===== src/rtl/dvs_pkg.sv =====
package dvs_pkg;

    // Serializer phase; the output pins are decoded from it
    typedef enum logic [1:0] {
        ST_IDLE  = 2'd0,
        ST_LOW   = 2'd1,
        ST_HIGH  = 2'd2,
        ST_LATCH = 2'd3
    } ser_state_e;

    localparam logic CH_LEFT  = 1'b0;
    localparam logic CH_RIGHT = 1'b1;

endpackage


===== src/rtl/dvs_word_fmt.sv =====
// Builds one channel-tagged control word in either format.
module dvs_word_fmt #(
    parameter int WORD_W      = 16,
    parameter int WIDE_BITS   = 14,
    parameter int NARROW_BITS = 10
) (
    input  logic                 fmt_wide,
    input  logic                 chan_tag,
    input  logic [WIDE_BITS-1:0] vol,
    output logic [WORD_W-1:0]    word
);
    localparam int WIDE_TAG_POS   = WORD_W - WIDE_BITS - 1;
    localparam int NARROW_TAG_POS = NARROW_BITS;

    logic [WORD_W-1:0] word_wide;
    logic [WORD_W-1:0] word_narrow;

    always_comb begin
        word_wide                              = '0;
        word_wide[WORD_W-1 -: WIDE_BITS]       = vol;
        word_wide[WIDE_TAG_POS]                = chan_tag;

        word_narrow                            = '0;
        word_narrow[NARROW_BITS-1:0]           = vol[NARROW_BITS-1:0];
        word_narrow[NARROW_TAG_POS]            = chan_tag;

        word = fmt_wide ? word_wide : word_narrow;
    end

endmodule


===== src/rtl/dvs_phase_timer.sv =====
// Down-counter that ticks on the last cycle of each phase.
module dvs_phase_timer #(
    parameter int DIV_W = 8
) (
    input  logic             clk,
    input  logic             rst_n,
    input  logic             run,
    input  logic [DIV_W-1:0] reload,
    output logic             tick
);
    logic [DIV_W-1:0] cnt_d, cnt_q;

    always_comb begin
        if (!run || cnt_q == '0) begin
            cnt_d = reload;
        end else begin
            cnt_d = cnt_q - 1'b1;
        end
    end

    always_ff @(posedge clk or negedge rst_n) begin
        if (!rst_n) begin
            cnt_q <= '0;
        end else begin
            cnt_q <= cnt_d;
        end
    end

    assign tick = run && (cnt_q == '0);

endmodule


===== src/rtl/dac_vol_serializer.sv =====
module dac_vol_serializer
    import dvs_pkg::*;
#(
    parameter int WORD_W      = 16,
    parameter int WIDE_BITS   = 14,
    parameter int NARROW_BITS = 10,
    parameter int DIV_W       = 8
) (
    input  logic                 clk,
    input  logic                 rst_n,
    input  logic                 start,
    input  logic                 fmt_wide,
    input  logic [WIDE_BITS-1:0] vol_left,
    input  logic [WIDE_BITS-1:0] vol_right,
    input  logic [DIV_W-1:0]     half_period,
    output logic                 busy,
    output logic                 sclk,
    output logic                 sdata,
    output logic                 slatch
);
    localparam int NCH   = 2;
    localparam int IDX_W = $clog2(WORD_W);
    localparam logic [IDX_W-1:0] LAST_IDX = IDX_W'(WORD_W - 1);

    typedef struct packed {
        ser_state_e          st;
        logic                chan;
        logic [IDX_W-1:0]    bit_idx;
        logic [WORD_W-1:0]   shreg;
        logic [WORD_W-1:0]   word_right;
        logic [DIV_W-1:0]    div;
    } regs_t;

    regs_t r_d, r_q;

    // Per-channel word formatters
    logic [NCH-1:0][WIDE_BITS-1:0] vol_pair;
    logic [NCH-1:0][WORD_W-1:0]    word_fmt;

    assign vol_pair[0] = vol_left;
    assign vol_pair[1] = vol_right;

    for (genvar g = 0; g < NCH; g++) begin : g_fmt
        dvs_word_fmt #(
            .WORD_W      (WORD_W),
            .WIDE_BITS   (WIDE_BITS),
            .NARROW_BITS (NARROW_BITS)
        ) u_fmt (
            .fmt_wide (fmt_wide),
            .chan_tag (1'(g)),
            .vol      (vol_pair[g]),
            .word     (word_fmt[g])
        );
    end

    // Phase timer: follows the divider input while idle, the captured value after
    logic             idle;
    logic             tick;
    logic [DIV_W-1:0] timer_reload;
    logic [DIV_W-1:0] div_q;

    assign idle         = (r_q.st == ST_IDLE);
    assign timer_reload = idle ? half_period : r_q.div;
    assign div_q        = r_q.div;

    dvs_phase_timer #(
        .DIV_W (DIV_W)
    ) u_timer (
        .clk    (clk),
        .rst_n  (rst_n),
        .run    (!idle),
        .reload (timer_reload),
        .tick   (tick)
    );

    always_comb begin
        r_d = r_q;
        unique case (r_q.st)
            ST_IDLE: begin
                if (start) begin
                    r_d.st         = ST_LOW;
                    r_d.chan       = CH_LEFT;
                    r_d.bit_idx    = LAST_IDX;
                    r_d.shreg      = word_fmt[0];
                    r_d.word_right = word_fmt[1];
                    r_d.div        = half_period;
                end
            end
            ST_LOW: begin
                if (tick) begin
                    r_d.st = ST_HIGH;
                end
            end
            ST_HIGH: begin
                if (tick) begin
                    if (r_q.bit_idx == '0) begin
                        r_d.st = ST_LATCH;
                    end else begin
                        r_d.st      = ST_LOW;
                        r_d.bit_idx = r_q.bit_idx - 1'b1;
                        r_d.shreg   = {r_q.shreg[WORD_W-2:0], 1'b0};
                    end
                end
            end
            ST_LATCH: begin
                if (tick) begin
                    if (r_q.chan == CH_LEFT) begin
                        r_d.st      = ST_LOW;
                        r_d.chan    = CH_RIGHT;
                        r_d.bit_idx = LAST_IDX;
                        r_d.shreg   = r_q.word_right;
                    end else begin
                        r_d.st = ST_IDLE;
                    end
                end
            end
            default: r_d.st = ST_IDLE;
        endcase
    end

    always_ff @(posedge clk or negedge rst_n) begin
        if (!rst_n) begin
            r_q <= '{st: ST_IDLE, chan: 1'b0, bit_idx: '0, shreg: '0,
                     word_right: '0, div: '0};
        end else begin
            r_q <= r_d;
        end
    end

    assign busy   = !idle;
    assign sclk   = (r_q.st == ST_HIGH);
    assign sdata  = ((r_q.st == ST_LOW) || (r_q.st == ST_HIGH)) && r_q.shreg[WORD_W-1];
    assign slatch = (r_q.st == ST_LATCH);

endmodule


===== config.mk =====
export PLATFORM = sky130hd
export DESIGN_NAME = dac_vol_serializer
export DESIGN_NICKNAME = d
export VERILOG_FILES = /design/src/rtl/dvs_pkg.sv /design/src/rtl/dvs_word_fmt.sv /design/src/rtl/dvs_phase_timer.sv /design/src/rtl/dac_vol_serializer.sv
export SDC_FILE = /design/constraint.sdc
export NUM_CORES = 1
export LEC_CHECK = 0
export ABC_AREA = 1
export BUFFER_PORTS_ARGS = -buffer_cell sky130_fd_sc_hd__buf_2
export CELL_PAD_IN_SITES_DETAIL_PLACEMENT = 0
export CELL_PAD_IN_SITES_GLOBAL_PLACEMENT = 2
export CORE_MARGIN = 4
export CORE_UTILIZATION = 33
export DETAILED_ROUTE_END_ITERATION = 8
export GPL_TIMING_DRIVEN = 0
export PLACE_DENSITY = 0.78
export SYNTH_ARGS = -nofsm -noshare
export SYNTH_HDL_FRONTEND = slang
export SYNTH_SLANG_ARGS = --single-unit

===== constraint.sdc =====
create_clock -name clk -period 1.8 [get_ports clk]
set_input_delay 0.27 -clock clk [delete_from_list [all_inputs] [get_ports clk]]
set_output_delay 0.27 -clock clk [all_outputs]
set_load 0.1 [all_outputs]

==> impl_results.md, run 1 <==
* Status: finished, violations left
* Failing checks: negative hold slack
* Post-Syn Area at 3095 um2
* Dpl hpwl at 5.974 mm
* Clock sink count at 55
* Slew Limit Fails at 0
* Max IR drop VDD at 0.3293 mV
* Most common cell in the synthesized netlist: nand2_1
* # H-tree levels at 2
* Ys Warns at 0
* NumNets Final at 508
* Total wire length at 8.443 mm
* EDFF count, synth at 0
* Initial Util at 33.66%
* Root Driver: clkbuf_8
* Critical path capture point type: flip-flop
* First-pass GRT wire length at 14.12 mm
* Post-synthesis sequential area ratio at 44.46%
* Setup WS post-layout at 78.56 ps
* Slew margin rel. at 51.01%
* Setup Slack @ Placement at -302.3 ps
* Row Count at 35
* Hold_buf cts at 0
* Syn Inst Count at 403
* Syn avg cell area at 7.681 um2
* GRT Total Usage at 15.94%
* Leak Pwr at 1.879 nW
* Antenna Violating Nets Remaining at 0
* Maximum number of pins on one net before global-route repair at 56
* Top Ports at 44
* Area Growth Syn to Fin at 19.72%
* Fin. Hold Viols at 4
* Worst-skew pair later-pin latency at 320 ps
* Diodes inserted at 0
* Req. time, crit path at 2060 ps
* Clock buffer depth at 2
* Arr. time, crit path at 1980 ps
* Layout Cell Area excl Fill at 3706 um2
* Total power at 2.288 mW
* Placer congestion estimate at 0.7403
* Hold Slack at -3.058 ps
* Vias per cell at 4.899
* Cell area power density at 617.3 nW/um2
* Chip height at 104.9 um
* Reg clk slew, reported paths at 110 ps
* Worst path cell trace: ha_4 > buf_6 > inv_4 > nand2_2 > nor2_4 > buf_4 > buf_4 > nand2_1 > o211ai_1 > nand3_1 > nand2_1
* Slowest stage delay, CP at 440 ps
* Post-synth top cells: nand2_1 (141), dfrtp_1 (55), nand3_1 (42)
* DRC errors left at 0
* Setup TNS at 0 ps
* Startpoint types: flip-flop
* Crit-path max FO at 10
* Asr flop ratio synth at 100.0%
* Ranking of synthesized cells by area: dfrtp_1 (44%), nand2_1 (17%), nand3_1 (6.8%), o21ai_0 (5.7%), inv_1 (4.0%)
* Via count at 2,802
* Fin crit period at 1721 ps
* Port Buf Inserts at 42
* Number of global-route vias before repair at 2,750
* DRT iter0 DRCs at 113
* Worst path slowest cell: dfrtp_1
* DP Area at 3462 um2
* Max cap viols at 0
* First-pass iteration count of the detailed router at 4
* Final setup vio count at 0
* Syn Nets at 451
* CTS tree: built
* Share of layout cells above drive strength 1 at 21.26%
* Worst setup path class: reg -> reg
* Cts bufs inserted at 5
* Core area at 9196 um2
* Worst min path class: in -> async
* Final Cycle Share at 95.64%
* Post-DR wirelength/cell at 14.76 um
* Least-Margin Pin Slew at 734.9 ps
* Most used DFF post-synth: dfrtp_1
* Area share of the largest cell type after synthesis at 44.46%
* Initial antenna violation count at 0
* Area leader, netlist: dfrtp_1
* Final Skew at 11.32 ps
* DIE WIDTH at 104.9 um
* Max frequency at 580.9 MHz
* GRT overflow at 0
* Die area at 10,990 um2
* Yosys cell types at 29
* Unrepaired setup endpoints after global routing: true
* Flops & latches, synth at 55
[state kept, by name (all words and copies together), names as in the netlist]
name / cells
div_q: 8
u_timer.cnt_q: 8
r_q: 39
[final timing paths]
kind,slack (ps),end,start,cells past startpoint
max,80,r_q[26],r_q[46],11
min in group clk,160,div_q[6],half_period[6],3
min reg2reg,480,r_q[39],r_q[39],2
max reg2reg,80,r_q[26],r_q[46],11
min,-3,r_q[10],rst_n,1
max in group asynchronous,1320,r_q[29],rst_n,1
[stage by stage]
step / cells / utilization (%)
2_1_floorplan: 403 / -
3_3_place_gp: 556 / 37.65
3_5_place_dp: 556 / 37.65
4_1_cts: 566 / 39.46
5_1_grt: 572 / 40.30
6_report: 572 / 40.30
[critical path: cells and delay by family, from the launching register on]
| kind | cells | cell delay (ps) |
|---|---|---|
| flip-flops | 1 | 440 |
| adder cells (fa/ha/maj) | 1 | 180 |
| buffers and inverters | 4 | 480 |
| AND/OR/NAND/NOR | 5 | 490 |
| AO/OA/AOI/OAI | 1 | 70 |
[per-layer routing]
layer  global-route usage [%]  up-vias  wire (um)
met5                        0        -          0
met4                    3.374        0         54
met1                    22.65     1339       4147
met2                    25.62       40       3994
li1                         -     1419          -
met3                    2.594        4        247
[what timing repair did]
action | CTS | global route
endpoints found under the setup margin | 42 | 25
gates cloned | 0 | 1
buffers inserted | 2 | 5
resized for setup | 10 | 15
pin swaps | 0 | 1
[power breakdown]
group | internal, mW | switching, mW | total, mW
logic | 0.0675 | 0.106 | 0.173
registers | 1.23 | 0 | 1.23
clock network | 0.420 | 0.459 | 0.880
total | 1.72 | 0.565 | 2.29
[placed cells by master, fill, tap and decap left out, drive strengths merged, types with 6 or more instances in the layout]
master | synthesis | final
nand2 | 146 | 146
buf | 16 | 64
dfrtp | 55 | 55
nand3 | 44 | 44
o21ai | 36 | 36
inv | 35 | 36
nor2 | 22 | 22
o211ai | 11 | 11
clkbuf | 4 | 11
ha | 8 | 8
o22ai | 6 | 6
a21oi | 6 | 6
[area by class of cell]
cell class                 count  area (um2)
fill                        1030        5490
multi-input combinational    292        1489
sequential                    55        1376
timing repair buffer          50       305.3
buffer                        20       141.4
inverter                      36       140.1
tap                          111       138.9
clock buffer                   5       68.82
clock inverter                 3       46.29
[cell families after synthesis]
group,after synthesis,synth area share [%]
xor gates and xnor gates,4,1.132
and+or+nand+nor,212,28.94
DFF,55,44.46
buffers and inverters,56,8.650
AOI/OAI and AO/OA,68,13.58
adders and majority gates,8,3.234
Note: power is estimated with default switching activity, not from simulation.
==> run 2: changes to the inputs <==
==> constraint.sdc (replaced) <==
create_clock -name clk -period 1.7 [get_ports clk]
set_input_delay 0.51 -clock clk [delete_from_list [all_inputs] [get_ports clk]]
set_output_delay 0.51 -clock clk [all_outputs]
set_load 0.1 [all_outputs]
==> run 2 against run 1 <==
  * The run ends with negative setup slack left
  * Clock skew shrank 1.7 ps
  * Total power rose by 0.23%
  * Sequential power grew 7%
  * Core utilization increased by 3.5 points
  * Clock power fell by 9.9%
  * Hold slack better by 250 ps
  * Die area did not move
  * Design area rose by 8.8%
  * Count of clock-buffer cells in the layout is 2 higher
  * Worst setup slack got worse by 230 ps
  * Final cell count grew 1.7%
  * Global-route usage rose by 0.47 points
  * Critical path type is now reg -> out
  * Largest cell class unchanged
==> impl_results.md, run 2 (synthesis results as in run 1) <==
* Req. time, crit path at 1190 ps (-870 ps)
* Row Count at 35 (unchanged)
* Post-DR wirelength/cell at 15.07 um (+2.1%)
* Most common library cell in the layout ignoring fill and taps: nand2_1
* Maximum number of pins on one net before global-route repair at 56 (unchanged)
* Worst path cell trace: inv_4 > ha_4 > nand2_4 > clkinvlp_4 > buf_12
* GRT overflow at 0 (unchanged)
* Final Skew at 9.583 ps (-1.739 ps)
* Hold Slack at 242.3 ps (+245.3 ps)
* Cts bufs inserted at 5 (unchanged)
* Arr. time, crit path at 1340 ps (-640 ps)
* Max cap viols at 0 (unchanged)
* Biggest register: r_q
* Reg2Reg Depth at 10 (-1)
* Worst min path class: in -> async
* First-pass iteration count of the detailed router at 4 (unchanged)
* Final setup vio count at 4 (+4)
* Slowest stage delay, CP at 440 ps (about the same)
* Number of global-route vias before repair at 2,906 (+5.7%)
* Cell area power density at 568.8 nW/um2 (-7.9%)
* Crit-path max FO at 3 (-7)
* Total wire length at 8.771 mm (+3.9%)
* First-pass GRT wire length at 14.71 mm (+4.2%)
* Failing checks: negative setup slack
* Fin. Hold Viols at 0 (-4)
* Worst-skew pair later-pin latency at 310 ps (about the same)
* Core Util, Final at 43.84% (+3.5 points)
* Die area at 10,990 um2 (unchanged)
* CTS tree: built
* Unrepaired setup endpoints after global routing: true
* Diodes inserted at 0 (unchanged)
* Slew Limit Fails at 0 (unchanged)
* Slew margin rel. at 50.33% (-0.68 points)
* Final Cycle Share at 109.0%
* Core area at 9196 um2 (unchanged)
* Critical path capture point type: output pin
* NumNets Final at 518 (+2.0%)
* Met2 Track Usage GR at 27.54% (+1.9 points)
* Initial antenna violation count at 0 (unchanged)
* Hold_buf cts at 0 (unchanged)
* Grt met3 use at 2.347% (-0.25 points)
* Clock sink count at 55 (unchanged)
* Chip height at 104.9 um (unchanged)
* Setup WS post-layout at -153.8 ps (-232.4 ps)
* Via count at 2,870 (+2.4%)
* Largest register FFs at 39 (unchanged)
* Total power at 2.293 mW (+0.23%)
* Port Buf Inserts at 42 (unchanged)
* Area Growth Syn to Fin at 30.23%
* DRT iter0 DRCs at 127 (+12%)
* Commonest cells after routing, fill and taps aside: nand2_1 (131), dfrtp_1 (53), buf_2 (44)
* Worst path slowest cell: dfrtp_2
* Top Ports at 44 (unchanged)
* Startpoint types: flip-flop
* Max IR drop VDD at 0.3885 mV (+18%)
* Initial Util at 33.66% (unchanged)
* DIE WIDTH at 104.9 um (unchanged)
* Reg clk slew, reported paths at 100 ps (about the same)
* Status: finished, violations left
* Leak Pwr at 1.999 nW (+6.4%)
* Fin crit period at 1854 ps
* Gr busiest metal: met2
* Root Driver: clkbuf_8
* Placer congestion estimate at 0.7425 (+0.30%)
* Dpl hpwl at 6.183 mm (+3.5%)
* Antenna Violating Nets Remaining at 0 (unchanged)
* Least-Margin Pin Slew at 745.0 ps (+10.13 ps)
* Share of layout cells above drive strength 1 at 31.00% (+9.7 points)
* # H-tree levels at 2 (unchanged)
* Worst setup path class: reg -> out
* DRC errors left at 0 (unchanged)
* Clock buffer depth at 2 (unchanged)
* Met1 GRT Util at 22.82% (+0.17 points)
* Max frequency at 539.4 MHz
* Vias per cell at 4.931 (+0.67%)
* GRT Total Usage at 16.41% (+0.47 points)
## run 2: cell count changes in the layout (fill, tap and decap cells not counted), moves of 5 or more
| cell | before | now |
|---|---|---|
| buf_4 | 9 | 14 |
| nand2_1 | 141 | 131 |
| nand2_2 | 4 | 12 |
| nand3_1 | 41 | 20 |
| nand3_2 | 3 | 23 |
## run 2: final cells by class
| type | count | area [um2] |
|---|---|---|
| multi-input combinational | 292 | 1654 |
| clock inverter | 1 | 8.758 |
| sequential | 55 | 1379 |
| inverter | 36 | 168.9 |
| tap | 111 | 138.9 |
| fill | 957 | 5165 |
| timing repair buffer | 60 | 435.4 |
| buffer | 20 | 160.2 |
| clock buffer | 7 | 86.33 |
## run 2: report_power, final
part | switching [mW] | internal, mW
Combinational | 0.118 | 0.0743
Clock | 0.457 | 0.336
Sequential | 0 | 1.31
Total | 0.575 | 1.72
## run 2: timing repair
item / CTS / global route
gates cloned: 1 / 1
pin swaps: 7 / 41
gates resized for setup: 28 / 56
setup endpoints to repair: 30 / 36
setup buffers: 10 / 6
## run 2: path summary, 6_finish.rpt
check	startpoint	to	slack, ps
setup reg to reg	r_q[45]	r_q[39]	50
hold reg to reg	r_q[29]	r_q[29]	490
min in group clk	half_period[5]	div_q[5]	400
max in group asynchronous	rst_n	r_q[45]	930
hold / removal	rst_n	r_q[26]	240
setup / recovery	r_q[45]	sdata	-150
## run 2: metal layers
layer,vias to the layer above,part of all wire (%),wire (um)
met5,-,0,0
met4,0,0.70,61
met3,4,2.9,258
met2,50,48,4225
met1,1378,48,4225
li1,1438,-,-
## run 2: metrics by stage
step | worst slack [ps] | instance area [um2] | TNS [ps] | std cells
floorplan | -37.42 | 3156 | -46.47 | 403
global placement | -192.3 | 3505 | -4994 | 556
detailed placement | -277.0 | 3505 | -5832 | 556
CTS | -162.0 | 3784 | -410.6 | 575
global route | -194.6 | 4031 | -911.2 | 582
finish | -153.8 | 4031 | -320.7 | 582
## run 2: critical path: cells and delay by family (launching register included)
kind,cells,cell delay [ps]
adders and majority gates,1,200
and+or+nand+nor,1,60
DFF,1,440
buffers and inverters,3,320
==> run 3: changes to the inputs <==
CORE_UTILIZATION = 34   (was 33)
CTS_BUF_LIST = sky130_fd_sc_hd__clkbuf_4 sky130_fd_sc_hd__clkbuf_8   (was not set)
PLACE_DENSITY = 0.8   (was 0.78)
==> run 3 against run 2 <==
  * The run still ends with negative setup slack left
  * Highest routed layer unchanged
  * Total power down 0.49%
  * Largest power group unchanged
  * Design area up 0.47%
  * Core utilization up 2.2 points
  * Wire length up 0.64%
  * Combinational power up 5%
  * Worst setup slack worse by 14 ps
  * Final cell count down 1.0%
  * Non-clock buffer count down 2
  * Critical endpoint unchanged
  * Sequential power about the same
  * Critical path type unchanged
==> impl_results.md, run 3 (synthesis results as in run 1) <==
* Net Sw Frac at 25.26% (+0.17 points)
* Core Util, Final at 45.99% (+2.2 points)
* Clk pwr share at 33.9% (-0.7 points)
* Final setup vio count at 4 (unchanged)
* Slew margin rel. at 49.36% (-0.97 points)
* Post-DR wirelength/cell at 15.32 um (+1.7%)
* Dpl hpwl at 5.950 mm (-3.8%)
* Startpoint types: flip-flop
* DRC errors left at 0 (unchanged)
* Status: finished, violations left
* Crit-path max FO at 3 (unchanged)
* Worst path slowest cell: dfrtp_2
* Biggest register: r_q
* Most common library cell in the layout ignoring fill and taps: nand2_1
* Placer congestion estimate at 0.7640 (+2.9%)
* Max frequency at 535.3 MHz (-0.77%)
* Die area at 10,690 um2 (-2.7%)
* Top Ports at 44 (unchanged)
* Initial Util at 35.15% (+1.5 points)
* Arr. time, crit path at 1360 ps (+20 ps)
* Least-Margin Pin Slew at 759.6 ps (+14.55 ps)
* Final Cycle Share at 109.9% (+0.84 points)
* Leak Pwr at 1.992 nW (-0.36%)
* Critical path's top delay family: flip-flops
* Worst setup path class: reg -> out
* # H-tree levels at 2 (unchanged)
* Cell Int Power at 1.705 mW (-0.71%)
* Via count at 2,814 (-2.0%)
* Chip height at 103.4 um (-1.4%)
* DIE WIDTH at 103.4 um (-1.4%)
* Setup WS post-layout at -168.2 ps (-14.34 ps)
* Reg power frac at 57.3% (+0.3 points)
* Failing checks: negative setup slack
* Critical path capture point type: output pin
* Port Buf Inserts at 42 (unchanged)
* Setup TNS at -367.7 ps (-47.08 ps)
* Setup Slack @ Placement at -183.5 ps (+93.58 ps)
* Worst min path class: in -> async
* First-pass iteration count of the detailed router at 4 (unchanged)
* Hold_buf cts at 0 (unchanged)
* Max cap viols at 0 (unchanged)
* Fin crit period at 1868 ps (+14.34 ps)
* Initial antenna violation count at 0 (unchanged)
* Max IR drop VDD at 0.3363 mV (-13%)
* First-pass GRT wire length at 14.23 mm (-3.3%)
* Unrepaired setup endpoints after global routing: true
* Number of global-route vias before repair at 2,826 (-2.8%)
* Core area at 8806 um2 (-4.2%)
* Commonest cells after routing, fill and taps aside: nand2_1 (129), dfrtp_1 (53), buf_2 (43)
* Vias per cell at 4.885 (-0.93%)
* GRT overflow at 0 (unchanged)
* Root Driver: clkbuf_8
* Final Skew at 6.342 ps (-3.242 ps)
* Cts bufs inserted at 5 (unchanged)
* Clock sink count at 55 (unchanged)
* Antenna Violating Nets Remaining at 0 (unchanged)
* Switching Power at 0.5765 mW (+0.18%)
* Worst path cell trace: inv_4 > ha_4 > nand2_4 > clkinvlp_4 > buf_12
* Slew Limit Fails at 0 (unchanged)
* Fin. Hold Viols at 0 (unchanged)
* Reg clk slew, reported paths at 100 ps (about the same)
* Row Count at 34 (-2.9%)
* CTS tree: built
* Slowest stage delay, CP at 450 ps (about the same)
* Share of layout cells above drive strength 1 at 30.77% (-0.23 points)
* Maximum number of pins on one net before global-route repair at 56 (unchanged)
* Worst-skew pair later-pin latency at 310 ps (about the same)
* Cell area power density at 563.4 nW/um2 (-0.95%)
* Area Growth Syn to Fin at 30.84%
* GRT Total Usage at 17.01% (+0.60 points)
* WP buf/inv at 3 (unchanged)
* Clock buffer depth at 2 (unchanged)
* Total wire length at 8.827 mm (+0.64%)
* Total power at 2.282 mW (-0.49%)
* DRT iter0 DRCs at 120 (-5.5%)
* Req. time, crit path at 1190 ps (about the same)
* Largest register FFs at 39 (unchanged)
* Diodes inserted at 0 (unchanged)
* Combinational power share at 8.8% (+0.4 points)
* NumNets Final at 516 (-0.39%)
==> run 3: final timing paths <==
| path | end | slack, ps | cells past startpoint | start |
|---|---|---|---|---|
| min in group clk | div_q[7] | 400 | 3 | half_period[7] |
| hold / removal | r_q[46] | 240 | 1 | rst_n |
| setup reg to reg | r_q[39] | 0 | 11 | r_q[46] |
| setup / recovery | sdata | -170 | 5 | r_q[45] |
| hold reg to reg | r_q[38] | 490 | 2 | r_q[38] |
| max in group asynchronous | r_q[45] | 890 | 1 | rst_n |
==> run 3: layer usage <==
| layer | share of wire, % | global-route usage (%) | vias up |
|---|---|---|---|
| li1 | - | - | 1429 |
| met1 | 49 | 24.09 | 1329 |
| met2 | 47 | 27.65 | 48 |
| met3 | 3.4 | 2.414 | 8 |
| met4 | 1.0 | 3.785 | 0 |
| met5 | 0 | 0 | - |
==> run 3: what timing repair did <==
item | 4_1_cts | 5_1_grt
setup buffers | 10 | 5
pin swaps | 3 | 42
cloned | 1 | 0
resized for setup | 33 | 54
setup endpoints to repair | 32 | 37
endpoints found under the hold margin | 0 | 0
==> run 3: stage by stage <==
stage | instances | hold WS (ps) | area, um2
5_1_grt | 576 | 320.4 | 4050
3_5_place_dp | 553 | 458.3 | 3501
3_3_place_gp | 553 | 453.7 | 3501
4_1_cts | 571 | 398.3 | 3806
6_report | 576 | 241.0 | 4050
2_1_floorplan | 403 | 214.4 | 3156
==> run 3: area by class of cell <==
class                           instances  area [um2]
Buffer                                 20       160.2
Clock buffer                            6       82.58
Clock inverter                          1       5.005
Fill cell                             912        4756
Inverter                               36       163.9
Multi-Input combinational cell        292        1667
Sequential cell                        55        1379
Tap cell                              108       135.1
Timing Repair Buffer                   58       457.9
==> run 3: power groups by stage <==
stage / clock, mW / sequential [mW] / combinational [mW]
CTS: 0.809 / 1.31 / 0.181
detailed placement: 0 / 1.33 / 0.173
global route: 0.852 / 1.31 / 0.225
finish: 0.773 / 1.31 / 0.201
global placement: 0 / 1.33 / 0.175
floorplan: 0 / 1.33 / 0.0692
